## src/rtl/trace_pkg.sv

```systemverilog
`timescale 1ns/1ps
package trace_pkg;

  // Advance a ring position by one, wrapping at depth.
  function automatic int unsigned ring_next(input int unsigned pos,
                                            input int unsigned depth);
    return (pos + 1 >= depth) ? 0 : pos + 1;
  endfunction

endpackage

```

## src/rtl/trace_ring_ptr.sv

```systemverilog
`timescale 1ns/1ps
// Modulo-DEPTH position register with a load that takes priority over an increment.
module trace_ring_ptr #(
  parameter int DEPTH = 5,
  localparam int PW = (DEPTH > 1) ? $clog2(DEPTH) : 1
) (
  input  logic          clk,
  input  logic          rst,
  input  logic          inc,
  input  logic          load,
  input  logic [PW-1:0] load_val,
  output logic [PW-1:0] pos,
  output logic [PW-1:0] pos_nxt
);
  import trace_pkg::*;

  logic [PW-1:0] pos_inc;

  always_comb begin
    pos_inc = PW'(ring_next(32'(pos), DEPTH));
    if (load)     pos_nxt = load_val;
    else if (inc) pos_nxt = pos_inc;
    else          pos_nxt = pos;
  end

  always_ff @(posedge clk) begin
    if (rst) pos <= '0;
    else     pos <= pos_nxt;
  end

  AST_POS_IN_RANGE: assert property (@(posedge clk) disable iff (rst)
    32'(pos) < DEPTH);

  AST_POS_WRAP: assert property (@(posedge clk) disable iff (rst)
    (inc && !load && 32'(pos) == DEPTH - 1) |=> (pos == '0));

endmodule

```

## src/rtl/trace_store.sv

```systemverilog
`timescale 1ns/1ps
// History storage: plain array without reset (RAM-style), per-slot filled flags
// that do reset, and one registered read port.
module trace_store #(
  parameter int DEPTH = 5,
  parameter int AW    = 16,
  localparam int PW = (DEPTH > 1) ? $clog2(DEPTH) : 1
) (
  input  logic          clk,
  input  logic          rst,
  input  logic          we,
  input  logic [PW-1:0] waddr,
  input  logic [AW-1:0] wdata,
  input  logic          re,
  input  logic [PW-1:0] raddr,
  output logic [AW-1:0] rdata
);

  logic [AW-1:0]    mem [DEPTH];
  logic [DEPTH-1:0] filled;

  // Storage write: no reset, so a RAM can be inferred.
  always_ff @(posedge clk) begin
    if (we) mem[waddr] <= wdata;
  end

  // Filled flags make unwritten slots read as zero after reset.
  always_ff @(posedge clk) begin
    if (rst) begin
      filled <= '0;
    end else if (we) begin
      filled[waddr] <= 1'b1;
    end
  end

  // Registered read port; writes and reads never overlap (run vs debug mode).
  always_ff @(posedge clk) begin
    if (rst) begin
      rdata <= '0;
    end else if (re) begin
      rdata <= filled[raddr] ? mem[raddr] : '0;
    end
  end

  AST_RDATA_HOLD: assert property (@(posedge clk) disable iff (rst)
    !re |=> $stable(rdata));

  AST_NO_RW_OVERLAP: assert property (@(posedge clk) disable iff (rst)
    !(we && re));

endmodule

```

## src/rtl/exec_trace_buf.sv

```systemverilog
`timescale 1ns/1ps
module exec_trace_buf #(
  parameter int DEPTH = 5,
  parameter int AW    = 16
) (
  input  logic          clk,
  input  logic          rst,
  input  logic          exec_vld,
  input  logic [AW-1:0] exec_addr,
  input  logic          dbg_mode,
  input  logic          rd_req,
  output logic [AW-1:0] rd_data
);
  localparam int PW = (DEPTH > 1) ? $clog2(DEPTH) : 1;

  logic          cap_en;
  logic          rd_en;
  logic [PW-1:0] wr_pos, wr_pos_nxt;
  logic [PW-1:0] rd_pos, rd_pos_nxt;

  // Capture only in run mode; reads only in debug mode.
  assign cap_en = exec_vld & ~dbg_mode;
  assign rd_en  = rd_req & dbg_mode;

  // Write position: advances on each captured address.
  trace_ring_ptr #(.DEPTH(DEPTH)) u_wr_ptr (
    .clk     (clk),
    .rst     (rst),
    .inc     (cap_en),
    .load    (1'b0),
    .load_val('0),
    .pos     (wr_pos),
    .pos_nxt (wr_pos_nxt)
  );

  // Read position: follows the write position in run mode, so it rests on
  // the oldest slot when debug mode starts; steps on each debug read.
  trace_ring_ptr #(.DEPTH(DEPTH)) u_rd_ptr (
    .clk     (clk),
    .rst     (rst),
    .inc     (rd_en),
    .load    (~dbg_mode),
    .load_val(wr_pos_nxt),
    .pos     (rd_pos),
    .pos_nxt (rd_pos_nxt)
  );

  trace_store #(.DEPTH(DEPTH), .AW(AW)) u_store (
    .clk  (clk),
    .rst  (rst),
    .we   (cap_en),
    .waddr(wr_pos),
    .wdata(exec_addr),
    .re   (rd_en),
    .raddr(rd_pos),
    .rdata(rd_data)
  );

  AST_FROZEN_IN_DEBUG: assert property (@(posedge clk) disable iff (rst)
    dbg_mode |=> $stable(wr_pos));

  AST_ENTRY_AT_OLDEST: assert property (@(posedge clk) disable iff (rst)
    $rose(dbg_mode) |-> (rd_pos == wr_pos));

  AST_RUN_TRACKS_WRITE: assert property (@(posedge clk) disable iff (rst)
    !dbg_mode |=> (rd_pos == wr_pos));

  AST_RUN_READ_IGNORED: assert property (@(posedge clk) disable iff (rst)
    (!dbg_mode && rd_req) |=> $stable(rd_data));

endmodule

```

## config.mk

```make
export PLATFORM = sky130hd
export DESIGN_NAME = exec_trace_buf
export DESIGN_NICKNAME = d
export VERILOG_FILES = /design/src/rtl/trace_pkg.sv /design/src/rtl/trace_ring_ptr.sv /design/src/rtl/trace_store.sv /design/src/rtl/exec_trace_buf.sv
export SDC_FILE = /design/constraint.sdc
export NUM_CORES = 1
export LEC_CHECK = 0
export BUFFER_PORTS_ARGS = -buffer_cell sky130_fd_sc_hd__buf_2
export CORE_MARGIN = 1.5
export CORE_UTILIZATION = 53
export DETAILED_ROUTE_END_ITERATION = 12
export PLACE_DENSITY_LB_ADDON = 0.25
export SYNTH_ARGS = -nofsm -noshare
export SYNTH_HDL_FRONTEND = slang
export SYNTH_SLANG_ARGS = --single-unit
```

## constraint.sdc

```tcl
create_clock -name clk -period 3.4 [get_ports clk]
set_input_delay 0.68 -clock clk [delete_from_list [all_inputs] [get_ports clk]]
set_output_delay 0.68 -clock clk [all_outputs]
set_load 0.03 [all_outputs]
```

After elaboration in Yosys (flattened, before gate mapping)

Memories as Yosys holds them, arrays and structs flattened. A register that Yosys moved wholly into a read port is not among the register bits.
Cells that the tools add are included.

Memories: 1
Input port bits: 21
Flip-flop bits (word level): 27
Logic and storage cells: 32
Memory bits (writable): 80
Output and inout bits: 16

$add $sub $neg: 2
Mux-type cells: 14
Eq/ne operators: 1
Reduce and logical (&&, ||, !) cells: 1
Order comparisons: 5
Bitwise operators: 4

Memory list:

| name        | depth | bits a word | rd ports | clocked after Yosys merged registers in | wr ports | RTL line          | source |
|---|---|---|---|---|---|---|---|
| u_store.mem | 5     | 16          | 1        | 1                                       | 1        | trace_store.sv:19 | `logic [AW-1:0] mem [DEPTH];` |

Operators by type and width:

| cell                                                                                | number |
|---|---|
| 3-bit two-way mux                                                                   | 7 |
| 16-bit two-way mux                                                                  | 1 |
| 3-bit by 1-bit adder with 4-bit output, second input constant                       | 2 |
| 4-bit by 3-bit greater-or-equal comparator with 1-bit output, second input constant | 2 |
| 3-bit by 4-bit less-than comparator with 1-bit output, second input constant        | 2 |
| 5-bit bitwise OR                                                                    | 1 |
| 1-bit two-way mux                                                                   | 4 |
| 1-bit binary-select mux with 3-bit select                                           | 1 |
| 1-bit demux with 3-bit select                                                       | 1 |
| 3-bit by 1-bit greater-or-equal comparator with 1-bit output, second input constant | 1 |
| 1-bit AND                                                                           | 2 |
| 2-bit by 1-bit inequality test with 1-bit output, second input constant             | 1 |
| 1-bit logical AND                                                                   | 1 |
| 1-bit inverter                                                                      | 1 |

Longest topological paths before layout

Depth after elaboration: 7
Depth in mapped cells: 7
Gate-level depth less buffers: 5

Modules after synthesis

Synthesis repeated with hierarchy kept, for this count alone.

Cells, all modules: 294
Area, all modules: 4,345.4 µm²

Modules (own cells, without submodules):

| module         | sequential area each (µm²) | area each (µm²) | cells each | instances |
|---|---|---|---|---|
| trace_store    | 2,822.7                    | 3,890.0         | 238        | 1 |
| trace_ring_ptr | 60.1                       | 217.7           | 26         | 2 |
| exec_trace_buf | 0.0                        | 20.0            | 4          | 1 |

Worst setup path before layout

OpenSTA, ideal clock, no wires.

Kind: input to register
From: input port dbg_mode
To: memory u_store.mem[4][0] (enable)
Required time: 2,960 ps
Setup slack: 91 ps
Cell stages on the path: 3
Buffers on the path: 1
Library setup time: 440 ps
Arrival: 2,869 ps
Cell sequence: buf_4 nand2b_1 nor4b_1

Longest elaborated chain between the ends: 4

RTL lines:

| element                                 | RTL line             | source |
|---|---|---|
| start, declared                         | exec_trace_buf.sv:10 | `input logic dbg_mode,` |
| 1-bit inverter                          | n/a                  |  |
| 1-bit AND                               | exec_trace_buf.sv:22 | `assign cap_en = exec_vld & ~dbg_mode;` |
| 1-bit two-way mux                       | trace_store.sv:24    | `if (we) mem[waddr] <= wdata;` |
| 1-bit two-way mux (implied by the code) | trace_store.sv:24    |  |
| end, declared                           | trace_store.sv:19    |  |

No other way between the ends.

==> run metrics <==
largest net degree at the start of global routing 33; fin crit share approximately three fifths; # DRC 0; EDFF count, synth 80; reg2reg end u_store.rdata[12]; area of the mapped netlist about 4400 sq um; H-tree level count 3; commonest non-fill, non-tap cell in the layout edfxtp_1; Syn Area/Cell 14.5 sq um; post-synthesis register bit count 110; Sequential Power Share 64.9%; status finished, final reports clean; MaxCap Viol Count 0; Int Pwr 1.78 mW; CTS sink count 110; CTS resizes 0; hpwl dp approximately 4800 um; WL/cell 17.8 um; antenna viol nets, final 0; Synth top area share 54.8%; grt total ovfl 0; Die Y 94.0 um; drt total wl roughly 8000 um; Leak Pwr 1.53 nW; Layout Nets 360; Die W 94.0 um; Synth Flop Type edfxtp_1; Synth-to-Final Area Change 9.04%; filler instances 615; first-pass GRT wire length between 10000 and 15000 um; Seq/Total Area, Yosys 68.5%; Slew @ Worst Pin roughly 1.0 ns; CTS Root Cell clkbuf_8; ratio of cells with drive above 1 in the final layout around a fifth; most frequent cells in the layout edfxtp_1 (80), buf_2 (36), mux2i_1 (34); Setup crit end kind flip-flop; Rows 32; clock transition at the registers of the reported paths 0.10 ns; Worst-Skew Late Latency 0.35 ns; RSZ-0062 raised after global routing no; Worst Setup Start Kind flip-flop; worst-path fanout max 18; Sequential Area 3000 sq um; multi-input logic area 1280 sq um; minimum clock period 2.06 ns; setup_tns 0 ns; Peak VDD IR 0.187 mV; hold depth 2; initial antenna violation count 0; WP data required about 3.6 ns; Post-CTS Setup Inserts 0; Final Hold Fails 0; Pre-Repair DR Iteration Count 4; Slew Limit Fails 0; Num CTS Buffers 9; R2R setup slack ~1.3 ns; DRT iter0 DRCs 120; NetSw ~0.51 mW; Syn Inst Count 303; drt via density ~5.6; hold_buf cts 0; setup ws final 1.34 ns; Power Dens Cells between 400 and 500 nW/um^2; final setup fails 0; Clock Power Share 28.6%; Mapped Nets ~330; Worst EP arrival about 2.3 ns; Hold Crit Start u_store.filled[1]; IO Pins 37; GRT Overall Usage 19.5%; Synth warnings 0; worst slack, placed 1.02 ns; port buffer count 36; Yosys top cell by area edfxtp_1; Rel. slew slack around 32%; CTS tree yes; Synth async-reset ratio 0%; type of the worst setup path reg -> reg; vias in the first global route roughly 2500; switching share of power between 20% and 30%; Yosys cell types 38; GPL Wtd Cong 0.713; combinational power share under 10%; Hold Path Sink u_store.filled[1]; synth top area cells edfxtp_1 (55%), dfxtp_1 (14%), mux2i_1 (7.8%), a221oi_2 (3.4%), o21a_1 (2.7%); full die area about 9000 sq um; # diodes 0; initial core utilization 55.6%; clock skew 0.0118 ns; routed via count 2458; Core ar. 7890 sq um; fmax 0.486 GHz; Tightest Hold Check Type reg -> reg; clk buf depth 2; Reg2Reg Depth 4
==> power groups by stage <==
stage                     combinational, mW  sequential, mW  clock (mW)
after floorplan                       0.112            1.50           0
after global placement                0.146            1.52           0
after detailed placement              0.151            1.52           0
after CTS                             0.151            1.49       0.674
after global routing                  0.165            1.49       0.728
final                                 0.149            1.49       0.654
==> synth_stat cells (4+ instances only) <==
cell type / number
a21oi_1: 21
dfxtp_1: 30
clkbuf_1: 4
inv_1: 5
mux2i_1: 34
a221oi_1: 7
buf_2: 9
ha_1: 4
and3_1: 4
a221oi_2: 10
o21a_1: 16
edfxtp_1: 80
nor2_1: 27
nand2_1: 21
==> area by class of cell <==
cell class              count  share of cell area [%]
inverters                   6                   0.471
repair buffers             38                    4.08
clock buffers              11                    2.75
clock inverters             4                   0.523
multi-input cells         170                    26.7
well taps                 102                    2.67
flip-flops and latches    110                    62.8
==> layer usage <==
layer / track usage [%] / share of wire, % / vias up
li1: - / - / 1203
met5: 0 / 0 / -
met1: 25.0 / 45 / 1209
met3: 3.96 / 3.4 / 4
met4: 6.97 / 0.73 / 0
met2: 32.9 / 51 / 42
==> sequential cells by signal, summed over array words and instances (netlist names), named ones only <==
register,count
u_rd_ptr.pos,3
u_store.filled,5
u_store.mem,80
u_store.rdata,16
u_wr_ptr.pos,3
==> how the worst max path moves through the flow <==
stage,cells after the start,slack [ns],endpoint
CTS,4,1.32,u_store.rdata[3]
detailed placement,6,1.02,u_store.rdata[9]
floorplan,3,0.09,u_store.mem[4][0]
finish,4,1.34,u_store.rdata[12]
global placement,6,1.08,u_store.rdata[9]
global route,4,1.18,u_store.rdata[9]
==> per-stage QoR <==
stage | power [mW] | instance area, sq um | util (%) | hold slack, ns | instances
2_1_floorplan | 1.62 | 4390 | - | 0.440 | 303
3_5_place_dp | 1.67 | 4630 | 58.6 | 0.464 | 426
5_1_grt | 2.38 | 4780 | 60.6 | 0.503 | 441
4_1_cts | 2.31 | 4780 | 60.6 | 0.484 | 441
3_3_place_gp | 1.66 | 4630 | 58.6 | 0.458 | 426
6_report | 2.29 | 4780 | 60.6 | 0.480 | 441
==> cells by family (layout without fill, tap and decap cells) <==
kind of cell / after synthesis / after routing / share of synthesized area (%)
AND/OR/NAND/NOR: 71 / 71 / 8.42
buffers and inverters: 23 / 59 / 2.57
adder cells (fa/ha/maj): 4 / 4 / 1.14
flip-flops: 110 / 110 / 68.5
AO/OA/AOI/OAI: 61 / 61 / 11.6
multiplexers: 34 / 34 / 7.76
==> critical path, cell delays in order (launching register included) <==
cell and delay (ns):
dfxtp_1 0.85, nand2b_1 0.66, nor2_1 0.13, a21oi_1 0.20, a221oi_2 0.08
(Power assumes the default switching activity.)
